===== src/rtl/uart_irq_pkg.sv =====
package uart_irq_pkg;

  localparam int CODE_W   = 6;
  localparam int NUM_EN   = 6;
  localparam int NUM_LAT  = 8;
  localparam int NUM_LVL  = 7;
  localparam int NUM_PINS = 2;

  // enable bit positions
  localparam int EN_RX   = 0;
  localparam int EN_TX   = 1;
  localparam int EN_LINE = 2;
  localparam int EN_MOD  = 3;
  localparam int EN_CHR  = 4;
  localparam int EN_PIN  = 5;

  // latch positions
  localparam int L_OVR  = 0;
  localparam int L_TO   = 1;
  localparam int L_RD   = 2;
  localparam int L_TX   = 3;
  localparam int L_MOD  = 4;
  localparam int L_XOFF = 5;
  localparam int L_SPEC = 6;
  localparam int L_PIN  = 7;

  localparam logic [CODE_W-1:0] CODE_NONE = 6'b000001;
  localparam logic [CODE_W-1:0] CODE_LINE = 6'b000110;
  localparam logic [CODE_W-1:0] CODE_TO   = 6'b001100;
  localparam logic [CODE_W-1:0] CODE_RD   = 6'b000100;
  localparam logic [CODE_W-1:0] CODE_TX   = 6'b000010;
  localparam logic [CODE_W-1:0] CODE_MOD  = 6'b000000;
  localparam logic [CODE_W-1:0] CODE_CHR  = 6'b010000;
  localparam logic [CODE_W-1:0] CODE_PIN  = 6'b100000;

  typedef struct packed {
    logic lsrRead;
    logic rhrRead;
    logic thrWrite;
    logic msrRead;
    logic xonSeen;
    logic txAck;
    logic pinAck;
  } clrStrobe_t;

  function automatic logic [CODE_W-1:0] levelCode(input int lvl);
    case (lvl)
      0:       return CODE_LINE;
      1:       return CODE_TO;
      2:       return CODE_RD;
      3:       return CODE_TX;
      4:       return CODE_MOD;
      5:       return CODE_CHR;
      6:       return CODE_PIN;
      default: return CODE_NONE;
    endcase
  endfunction

endpackage


===== src/rtl/irq_latch_bank.sv =====
module irq_latch_bank
  import uart_irq_pkg::*;
#(
  parameter bit RESET_PIN_LEVEL = 1'b1
) (
  input  logic                clk,
  input  logic                rstN,
  input  logic                overrunPulse,
  input  logic                rxTimeoutPulse,
  input  logic                rxDataPulse,
  input  logic                txEmptyPulse,
  input  logic                modemPulse,
  input  logic                xoffPulse,
  input  logic                specialPulse,
  input  logic [NUM_PINS-1:0] flowPins,
  input  clrStrobe_t          clr,
  output logic [NUM_LAT-1:0]  pend
);

  logic [NUM_PINS-1:0] pinPrev;
  logic [NUM_PINS-1:0] pinRise;
  logic [NUM_LAT-1:0]  setVec;
  logic [NUM_LAT-1:0]  clrVec;

  // history of each flow pin, rising edge = active to inactive
  for (genvar k = 0; k < NUM_PINS; k++) begin : g_pin
    always_ff @(posedge clk or negedge rstN) begin
      if (!rstN) pinPrev[k] <= RESET_PIN_LEVEL;
      else       pinPrev[k] <= flowPins[k];
    end
    assign pinRise[k] = flowPins[k] & ~pinPrev[k];
  end

  always_comb begin
    setVec         = '0;
    setVec[L_OVR]  = overrunPulse;
    setVec[L_TO]   = rxTimeoutPulse;
    setVec[L_RD]   = rxDataPulse;
    setVec[L_TX]   = txEmptyPulse;
    setVec[L_MOD]  = modemPulse;
    setVec[L_XOFF] = xoffPulse;
    setVec[L_SPEC] = specialPulse;
    setVec[L_PIN]  = |pinRise;
  end

  always_comb begin
    clrVec         = '0;
    clrVec[L_OVR]  = clr.lsrRead;
    clrVec[L_TO]   = clr.rhrRead;
    clrVec[L_RD]   = clr.rhrRead;
    clrVec[L_TX]   = clr.thrWrite | clr.txAck;
    clrVec[L_MOD]  = clr.msrRead;
    clrVec[L_XOFF] = clr.xonSeen;
    clrVec[L_SPEC] = clr.lsrRead;
    clrVec[L_PIN]  = clr.pinAck;
  end

  // set dominates clear
  for (genvar i = 0; i < NUM_LAT; i++) begin : g_lat
    always_ff @(posedge clk or negedge rstN) begin
      if (!rstN) pend[i] <= 1'b0;
      else       pend[i] <= setVec[i] | (pend[i] & ~clrVec[i]);
    end

    p_set_wins_r9: assert property (@(posedge clk) disable iff (!rstN)
      setVec[i] |=> pend[i]);
  end

  p_modem_clear_r6: assert property (@(posedge clk) disable iff (!rstN)
    (clr.msrRead && !modemPulse) |=> !pend[L_MOD]);

  p_xon_clear_r7: assert property (@(posedge clk) disable iff (!rstN)
    (clr.xonSeen && !xoffPulse) |=> !pend[L_XOFF]);

  p_xoff_holds_r7: assert property (@(posedge clk) disable iff (!rstN)
    (pend[L_XOFF] && !clr.xonSeen) |=> pend[L_XOFF]);

  p_rhr_clear_r4: assert property (@(posedge clk) disable iff (!rstN)
    (clr.rhrRead && !rxTimeoutPulse && !rxDataPulse) |=> (!pend[L_TO] && !pend[L_RD]));

  p_pin_rise_r8: assert property (@(posedge clk) disable iff (!rstN)
    (|(flowPins & ~pinPrev)) |=> pend[L_PIN]);

endmodule


===== src/rtl/irq_prio_ctrl.sv =====
module irq_prio_ctrl
  import uart_irq_pkg::*;
(
  input  logic               clk,
  input  logic               rstN,
  input  logic [NUM_LAT-1:0] pend,
  input  logic [NUM_EN-1:0]  intEnable,
  input  logic               errInFifo,
  input  logic               rdIdent,
  input  logic               rdLineStat,
  input  logic               rdRxHold,
  input  logic               wrTxHold,
  input  logic               rdModemStat,
  input  logic               xonPulse,
  output clrStrobe_t         clr,
  output logic [CODE_W-1:0]  irqCode,
  output logic               irqOut
);

  logic [NUM_LVL-1:0] lvlReq;

  always_comb begin
    lvlReq    = '0;
    lvlReq[0] = intEnable[EN_LINE] & (errInFifo | pend[L_OVR]);
    lvlReq[1] = intEnable[EN_RX]   & pend[L_TO];
    lvlReq[2] = intEnable[EN_RX]   & pend[L_RD];
    lvlReq[3] = intEnable[EN_TX]   & pend[L_TX];
    lvlReq[4] = intEnable[EN_MOD]  & pend[L_MOD];
    lvlReq[5] = intEnable[EN_CHR]  & (pend[L_XOFF] | pend[L_SPEC]);
    lvlReq[6] = intEnable[EN_PIN]  & pend[L_PIN];
  end

  // lowest index wins: scan from the bottom of the order upward
  always_comb begin
    irqCode = CODE_NONE;
    for (int i = NUM_LVL - 1; i >= 0; i--) begin
      if (lvlReq[i]) irqCode = levelCode(i);
    end
  end

  assign irqOut = |lvlReq;

  always_comb begin
    clr          = '0;
    clr.lsrRead  = rdLineStat;
    clr.rhrRead  = rdRxHold;
    clr.thrWrite = wrTxHold;
    clr.msrRead  = rdModemStat;
    clr.xonSeen  = xonPulse;
    clr.txAck    = rdIdent && (irqCode == CODE_TX);
    clr.pinAck   = rdIdent && (irqCode == CODE_PIN);
  end

  p_idle_code_r1: assert property (@(posedge clk) disable iff (!rstN)
    irqCode[0] |-> !irqOut);

  p_line_first_r2: assert property (@(posedge clk) disable iff (!rstN)
    (intEnable[EN_LINE] && errInFifo) |-> (irqCode == CODE_LINE));

  p_timeout_over_data_r2: assert property (@(posedge clk) disable iff (!rstN)
    (intEnable[EN_RX] && pend[L_TO] && !intEnable[EN_LINE]) |-> (irqCode == CODE_TO));

  p_mask_hides_r10: assert property (@(posedge clk) disable iff (!rstN)
    (intEnable == '0) |-> (!irqOut && irqCode == CODE_NONE));

  p_tx_other_read_r5: assert property (@(posedge clk) disable iff (!rstN)
    (rdIdent && pend[L_TX] && irqCode != CODE_TX && !wrTxHold) |=> pend[L_TX]);

endmodule


===== src/rtl/uart_irq_ident.sv =====
module uart_irq_ident
  import uart_irq_pkg::*;
#(
  parameter bit RESET_PIN_LEVEL = 1'b1
) (
  input  logic        clk,
  input  logic        rstN,
  input  logic [5:0]  intEnable,
  input  logic        errInFifo,
  input  logic        overrunPulse,
  input  logic        rxTimeoutPulse,
  input  logic        rxDataPulse,
  input  logic        txEmptyPulse,
  input  logic        modemPulse,
  input  logic        xoffPulse,
  input  logic        xonPulse,
  input  logic        specialPulse,
  input  logic        ctsPin,
  input  logic        rtsPin,
  input  logic        rdIdent,
  input  logic        rdLineStat,
  input  logic        rdRxHold,
  input  logic        wrTxHold,
  input  logic        rdModemStat,
  output logic        irqOut,
  output logic [5:0]  irqCode
);

  logic [NUM_LAT-1:0] pend;
  clrStrobe_t         clr;

  irq_latch_bank #(.RESET_PIN_LEVEL(RESET_PIN_LEVEL)) uLatch (
    .clk            (clk),
    .rstN           (rstN),
    .overrunPulse   (overrunPulse),
    .rxTimeoutPulse (rxTimeoutPulse),
    .rxDataPulse    (rxDataPulse),
    .txEmptyPulse   (txEmptyPulse),
    .modemPulse     (modemPulse),
    .xoffPulse      (xoffPulse),
    .specialPulse   (specialPulse),
    .flowPins       ({rtsPin, ctsPin}),
    .clr            (clr),
    .pend           (pend)
  );

  irq_prio_ctrl uCtrl (
    .clk         (clk),
    .rstN        (rstN),
    .pend        (pend),
    .intEnable   (intEnable),
    .errInFifo   (errInFifo),
    .rdIdent     (rdIdent),
    .rdLineStat  (rdLineStat),
    .rdRxHold    (rdRxHold),
    .wrTxHold    (wrTxHold),
    .rdModemStat (rdModemStat),
    .xonPulse    (xonPulse),
    .clr         (clr),
    .irqCode     (irqCode),
    .irqOut      (irqOut)
  );

  p_overrun_clear_r3: assert property (@(posedge clk) disable iff (!rstN)
    (rdLineStat && !overrunPulse && !errInFifo && intEnable[2]) |=> (irqCode != 6'b000110 || errInFifo));

endmodule


===== config.mk =====
export PLATFORM = sky130hd
export DESIGN_NAME = uart_irq_ident
export DESIGN_NICKNAME = d
export VERILOG_FILES = /design/src/rtl/uart_irq_pkg.sv /design/src/rtl/irq_latch_bank.sv /design/src/rtl/irq_prio_ctrl.sv /design/src/rtl/uart_irq_ident.sv
export SDC_FILE = /design/constraint.sdc
export NUM_CORES = 1
export LEC_CHECK = 0
export BUFFER_PORTS_ARGS = -buffer_cell sky130_fd_sc_hd__buf_4
export CORE_MARGIN = 1.5
export CORE_UTILIZATION = 34
export CTS_CLUSTER_DIAMETER = 100
export DETAILED_ROUTE_END_ITERATION = 10
export PLACE_DENSITY = 0.67
export SLEW_MARGIN = 20
export SYNTH_ARGS = -nofsm -noshare
export SYNTH_HDL_FRONTEND = slang
export SYNTH_SLANG_ARGS = --single-unit

===== constraint.sdc =====
create_clock -name clk -period 1 [get_ports clk]
set_input_delay 0 -clock clk [delete_from_list [all_inputs] [get_ports clk]]
set_output_delay 0 -clock clk [all_outputs]
set_load 0.02 [all_outputs]

# Word-level counts from Yosys, hierarchy flattened
# Cells that the tools add are included.
# word_totals
word_cells	59
output_inout_bits	7
in_bits	24
register_bits	10
# classes
bitwise	36
eq_ne	2
muxes	7
reduce_logical	4
# op_table
op	count
$mux 6	7
$and 1x1->1	17
$or 1x1->1	11
$not 1->1	8
$reduce_or 7->1	1
$eq 6x2->1 const B	1
$eq 6x6->1 const B	1
$logic_and 1x1->1	2
$reduce_or 2->1	1

# Longest topological paths before layout
# logic_depth
depth_word	14
depth_mapped	3
mapped_depth_nobuf	3

# Cells and area by module
# Synthesis repeated with hierarchy kept, for this count alone.
# hier_totals
hier_cells	49
hier_area_um2	524.3
# by_module_without_submodules
mod	area_each_um2	cells_each	instances	seq_area_each_um2
irq_latch_bank	352.8	26	1	252.7
irq_prio_ctrl	171.4	23	1	0.0

# Worst setup path before layout
# No wires, ideal clock.
# synth_path
path_type	register -> output
from	register uLatch.pend[0]
to	output irqCode[4]
t_arrival_ns	1.315
path_buffers	0
stages_incl_launch_ff	4
path_slack_ns	-0.315
required_ns	1.000
cell_sequence	dfrtp_1 > o21ai_2 > nand2_1 > nor3_1
# synth_via
elab_chain_cells	3
# synth_rtl
element	line_no	text
start: declaration	irq_latch_bank.sv:17	output logic [NUM_LAT-1:0] pend
start signal: indexed assignment	irq_latch_bank.sv:62	else pend[i] <= setVec[i] | (pend[i] & ~clrVec[i]);
$or 1x1->1	irq_prio_ctrl.sv:24	lvlReq[0] = intEnable[EN_LINE] & (errInFifo | pend[L_OVR]);
$and 1x1->1	irq_prio_ctrl.sv:24	
$mux 6	irq_prio_ctrl.sv:37	if (lvlReq[i]) irqCode = levelCode(i);
end: declaration	uart_irq_ident.sv:26	output logic [5:0] irqCode
# Every way passes these cells.

# Worst setup path in the final report
# layout_path
from	register uLatch.pend[3]
to	output irqCode[0]
# layout_via
elab_chain_cells	5
# layout_rtl
element	line_no	text
$and 1x1->1	irq_prio_ctrl.sv:27	lvlReq[3] = intEnable[EN_TX] & pend[L_TX];
$mux 6 (4 in series)	irq_prio_ctrl.sv:37	
# Every way passes these cells.

==> results.md <==
| Parameter | This run | Unit |
|:---|:---|:---|
| CP startpoint | uLatch.pend[3] | - |
| Reported max-cap violation count | 0 | - |
| Crit path largest cell delay | 380 | ps |
| Synth Area per Inst | 10.56 | µm² |
| Endpoint type of the worst setup path | output pin | - |
| Starting density of the core | 38.78 | % |
| Number of cell instances on the worst register-to-register path | 4 | - |
| GRT met1 Usage | 23.10 | % |
| Unrepaired setup endpoints after global routing | true | - |
| Clock slew seen by the registers of the worst setup and hold paths | 60 | ps |
| FMAX | 0.7284 | GHz |
| Leading cell type in the layout, fill and taps excluded | sky130_fd_sc_hd__buf_4 | - |
| Via density | 4.632 | - |
| Total of fill cells in the finished design | 59 | - |
| Detailed placement HPWL | 937 | µm |
| End point of the critical path | irqCode[0] | - |
| ANT nets after route | 0 | - |
| GR Util All Layers | 21.25 | % |
| H-Tree Depth | 1 | - |
| Internal reg-to-reg setup slack | -190 | ps |
| Remaining routing DRC violations | 0 | - |
| Root buffer selected by CTS | sky130_fd_sc_hd__clkbuf_4 | - |
| Crit Path Class | flop to output pin | - |
| Floorplan die area | 1564 | µm² |
| Global-route wire length before repair | 2.049 | mm |
| Violations in the final reports | negative setup slack | - |
| Cell area after placement | 782.0 | µm² |
| Power per cell area | 1018 | nW/µm² |
| Synthesized cell area | 454.2 | µm² |
| Final Wtd Congestion | 0.6237 | - |
| Syn. warnings | 0 | - |
| Internal cell power | 790.5 | µW |
| GR Util met3 | 5.114 | % |
| Antenna violations before repair | 0 | - |
| Top Ports | 31 | - |
| Port Buf Inserts | 30 | - |
| Critical register-to-register path startpoint | uLatch.pend[3] | - |
| Result of the run | finished, violations left | - |
| Tightest Pin Transition | 319.0 | ps |
| Number of cells produced by synthesis | 43 | - |
| Sequential share of power | 42.9 | % |
| Leakage power | 0.0005163 | µW |
| Max FO, Critical Path | 3 | - |
| Crit-path slowest cell | sky130_fd_sc_hd__dfrtp_1 | - |
| Cts bufs inserted | 3 | - |
| Latest clock arrival within the worst-skew pair | 250 | ps |
| Setup crit start kind | flop | - |
| Setup ws final | -372.9 | ps |
| Slew headroom | 78.73 | % |
| Aggregate global routing overflow | 0 | - |
| Number of rows created at floorplan | 12 | - |
| Number of setup violations in the final report | 9 | - |
| Horizontal extent of the die | 39.55 | µm |
| CP Data Required Time | 1000 | ps |
| GRT met2 Usage | 36.48 | % |
| Clock share of power | 26.1 | % |
| Arrival time worst endpoint | 1370 | ps |
| Share of layout cells above drive strength 1 | 58.25 | % |
| Area Overhead vs Synth | 127.3 | % |
| Logic pwr share | 31.1 | % |
| End of the worst register-to-register path | uLatch.pend[7] | - |
| Period utilisation layout | 137.3 | % |
| Net switching power | 260.3 | µW |
| Total number of nets in the final design | 128 | - |
| Net switching share of the total power | 24.77 | % |
| Largest net degree at the start of global routing | 11 | - |
| Total power of the final layout | 1051 | µW |
| Final Hold Fails | 0 | - |
| CTS tree | yes | - |
| Count of vias placed by the detailed router | 542 | - |
| 1st-iter DRT viols | 1 | - |
| Routed wire length | 1.361 | mm |
| Gr busiest metal | met2 | - |
| Largest vdd supply drop | 0.0008957 | V |
| Minimum clock period | 1373 | ps |
| Highest-count cells in the layout ignoring fill and taps | sky130_fd_sc_hd__buf_4 (37), sky130_fd_sc_hd__dlygate4sd3_1 (11), sky130_fd_sc_hd__buf_6 (8), sky130_fd_sc_hd__dfrtp_1 (8), sky130_fd_sc_hd__inv_1 (7) | - |
| Number of slew-limit violations in the final report | 0 | - |
| Core ar. | 1171 | µm² |
| Drt wl/cell | 11.63 | µm |
| Count of unique library cells instantiated by Yosys | 20 | - |
| Maximum clock path buffer count | 2 | - |
| Syn Nets | 67 | - |
| Fraction of the yosys area taken by sequential cells | 55.65 | % |
| Count of inserted antenna diode cells | 0 | - |
| Cell area after layout | 1032 | µm² |
| Number of global-route vias before repair | 526 | - |
| Iteration count of the initial detailed-routing pass | 2 | - |
| Flip-flop and latch count after synthesis | 10 | - |
| Height of the die | 39.55 | µm |
| Path class of the lowest-slack min-delay path | input port to flop | - |
| Critical path, cell by cell | a22o_1 -> nand4b_1 -> a21oi_2 -> buf_4 | - |
| Number of clock sinks | 10 | - |
| Final clock skew | 4.685 | ps |
-- critical path, delay by kind of cell (launching register included) --
kind,cells,cell delay (ps)
flip-flops,1,380
AO/OA/AOI/OAI,2,370
AND/OR/NAND/NOR,1,240
buffers and inverters,1,150
-- flip-flops by register name, summed over array words and instances, names as in the netlist --
signal,count
uLatch.pinPrev,2
uLatch.pend,8
-- metrics by stage --
| step | std cells | setup WS, ps | setup TNS (ps) | hold slack (ps) | util [%] |
|---|---|---|---|---|---|
| after CTS | 113 | -382.0 | -2433 | 12.18 | 82.59 |
| after floorplan | 43 | -117.3 | -349.4 | -295.6 | - |
| after global placement | 96 | -87.45 | -395.4 | -161.1 | 66.77 |
| after detailed placement | 96 | -141.4 | -540.6 | -165.2 | 66.77 |
| after global routing | 117 | -448.4 | -3080 | 11.41 | 88.14 |
| final | 117 | -372.9 | -2327 | 23.06 | 88.14 |
-- Yosys cell counts, drive strengths merged --
master  count  area (µm²)
nor2        1       3.750
a22o        1       8.760
and3        1       6.260
a221oi      1       8.760
a41oi       1       8.760
nor3        1       5.000
inv         7       26.28
nand2       4       15.01
nand3       1       5.000
dfrtp       8       200.2
a22oi       1       7.510
a31o        1       8.760
nand4       1       6.260
o21ai       3       22.52
nand4b      1       8.760
a21o        6       45.04
dfstp       2       52.55
a21oi       1       5.000
and4b       1       10.01
-- worst min-delay path by stage --
stage | startpoint | slack, ps | cells after the start | end
2_1_floorplan | rstN | -300 | 0 | uLatch.pend[0]
3_3_place_gp | rstN | -160 | 1 | uLatch.pend[7]
3_5_place_dp | rstN | -170 | 1 | uLatch.pend[6]
4_1_cts | intEnable[5] | 10 | 2 | uLatch.pend[7]
5_1_grt | rdModemStat | 10 | 3 | uLatch.pend[4]
6_report | rdModemStat | 20 | 3 | uLatch.pend[4]
-- power by group through the flow --
stage / Sequential, µW / Combinational (µW) / Clock (µW)
5_1_grt: 454 / 352 / 317
3_5_place_dp: 454 / 238 / 0
4_1_cts: 446 / 294 / 286
6_report: 451 / 326 / 274
3_3_place_gp: 453 / 236 / 0
2_1_floorplan: 451 / 84.2 / 0
-- cell families after synthesis --
logic type	share of synthesized area [%]
buf+inv	5.786
compound gates	25.34
simple gates	13.22
flops	55.65
-- repair_timing --
item	in CTS	in global routing
endpoints found under the setup margin	9	9
gates resized for setup	8	7
hold endpoints to repair	20	0
buffers inserted	2	4
pin swaps	7	5
cloned	0	0
hold buffers	11	0
-- routing by layer --
metal	part of all wire (%)	wire (µm)
met1	41	560
met2	53	718
met3	4.6	63
met4	1.4	19
met5	0	0
-- layout make-up --
type / instances / area [µm²] / area share [%]
repair buffers: 56 / 478.0 / 46.30
clock buffers: 4 / 26.28 / 2.545
well taps: 14 / 17.52 / 1.697
flip-flops and latches: 10 / 252.7 / 24.48
multi-input cells: 26 / 231.5 / 22.42
inverters: 7 / 26.28 / 2.545
No activity file was read; power rests on OpenSTA's default activity.
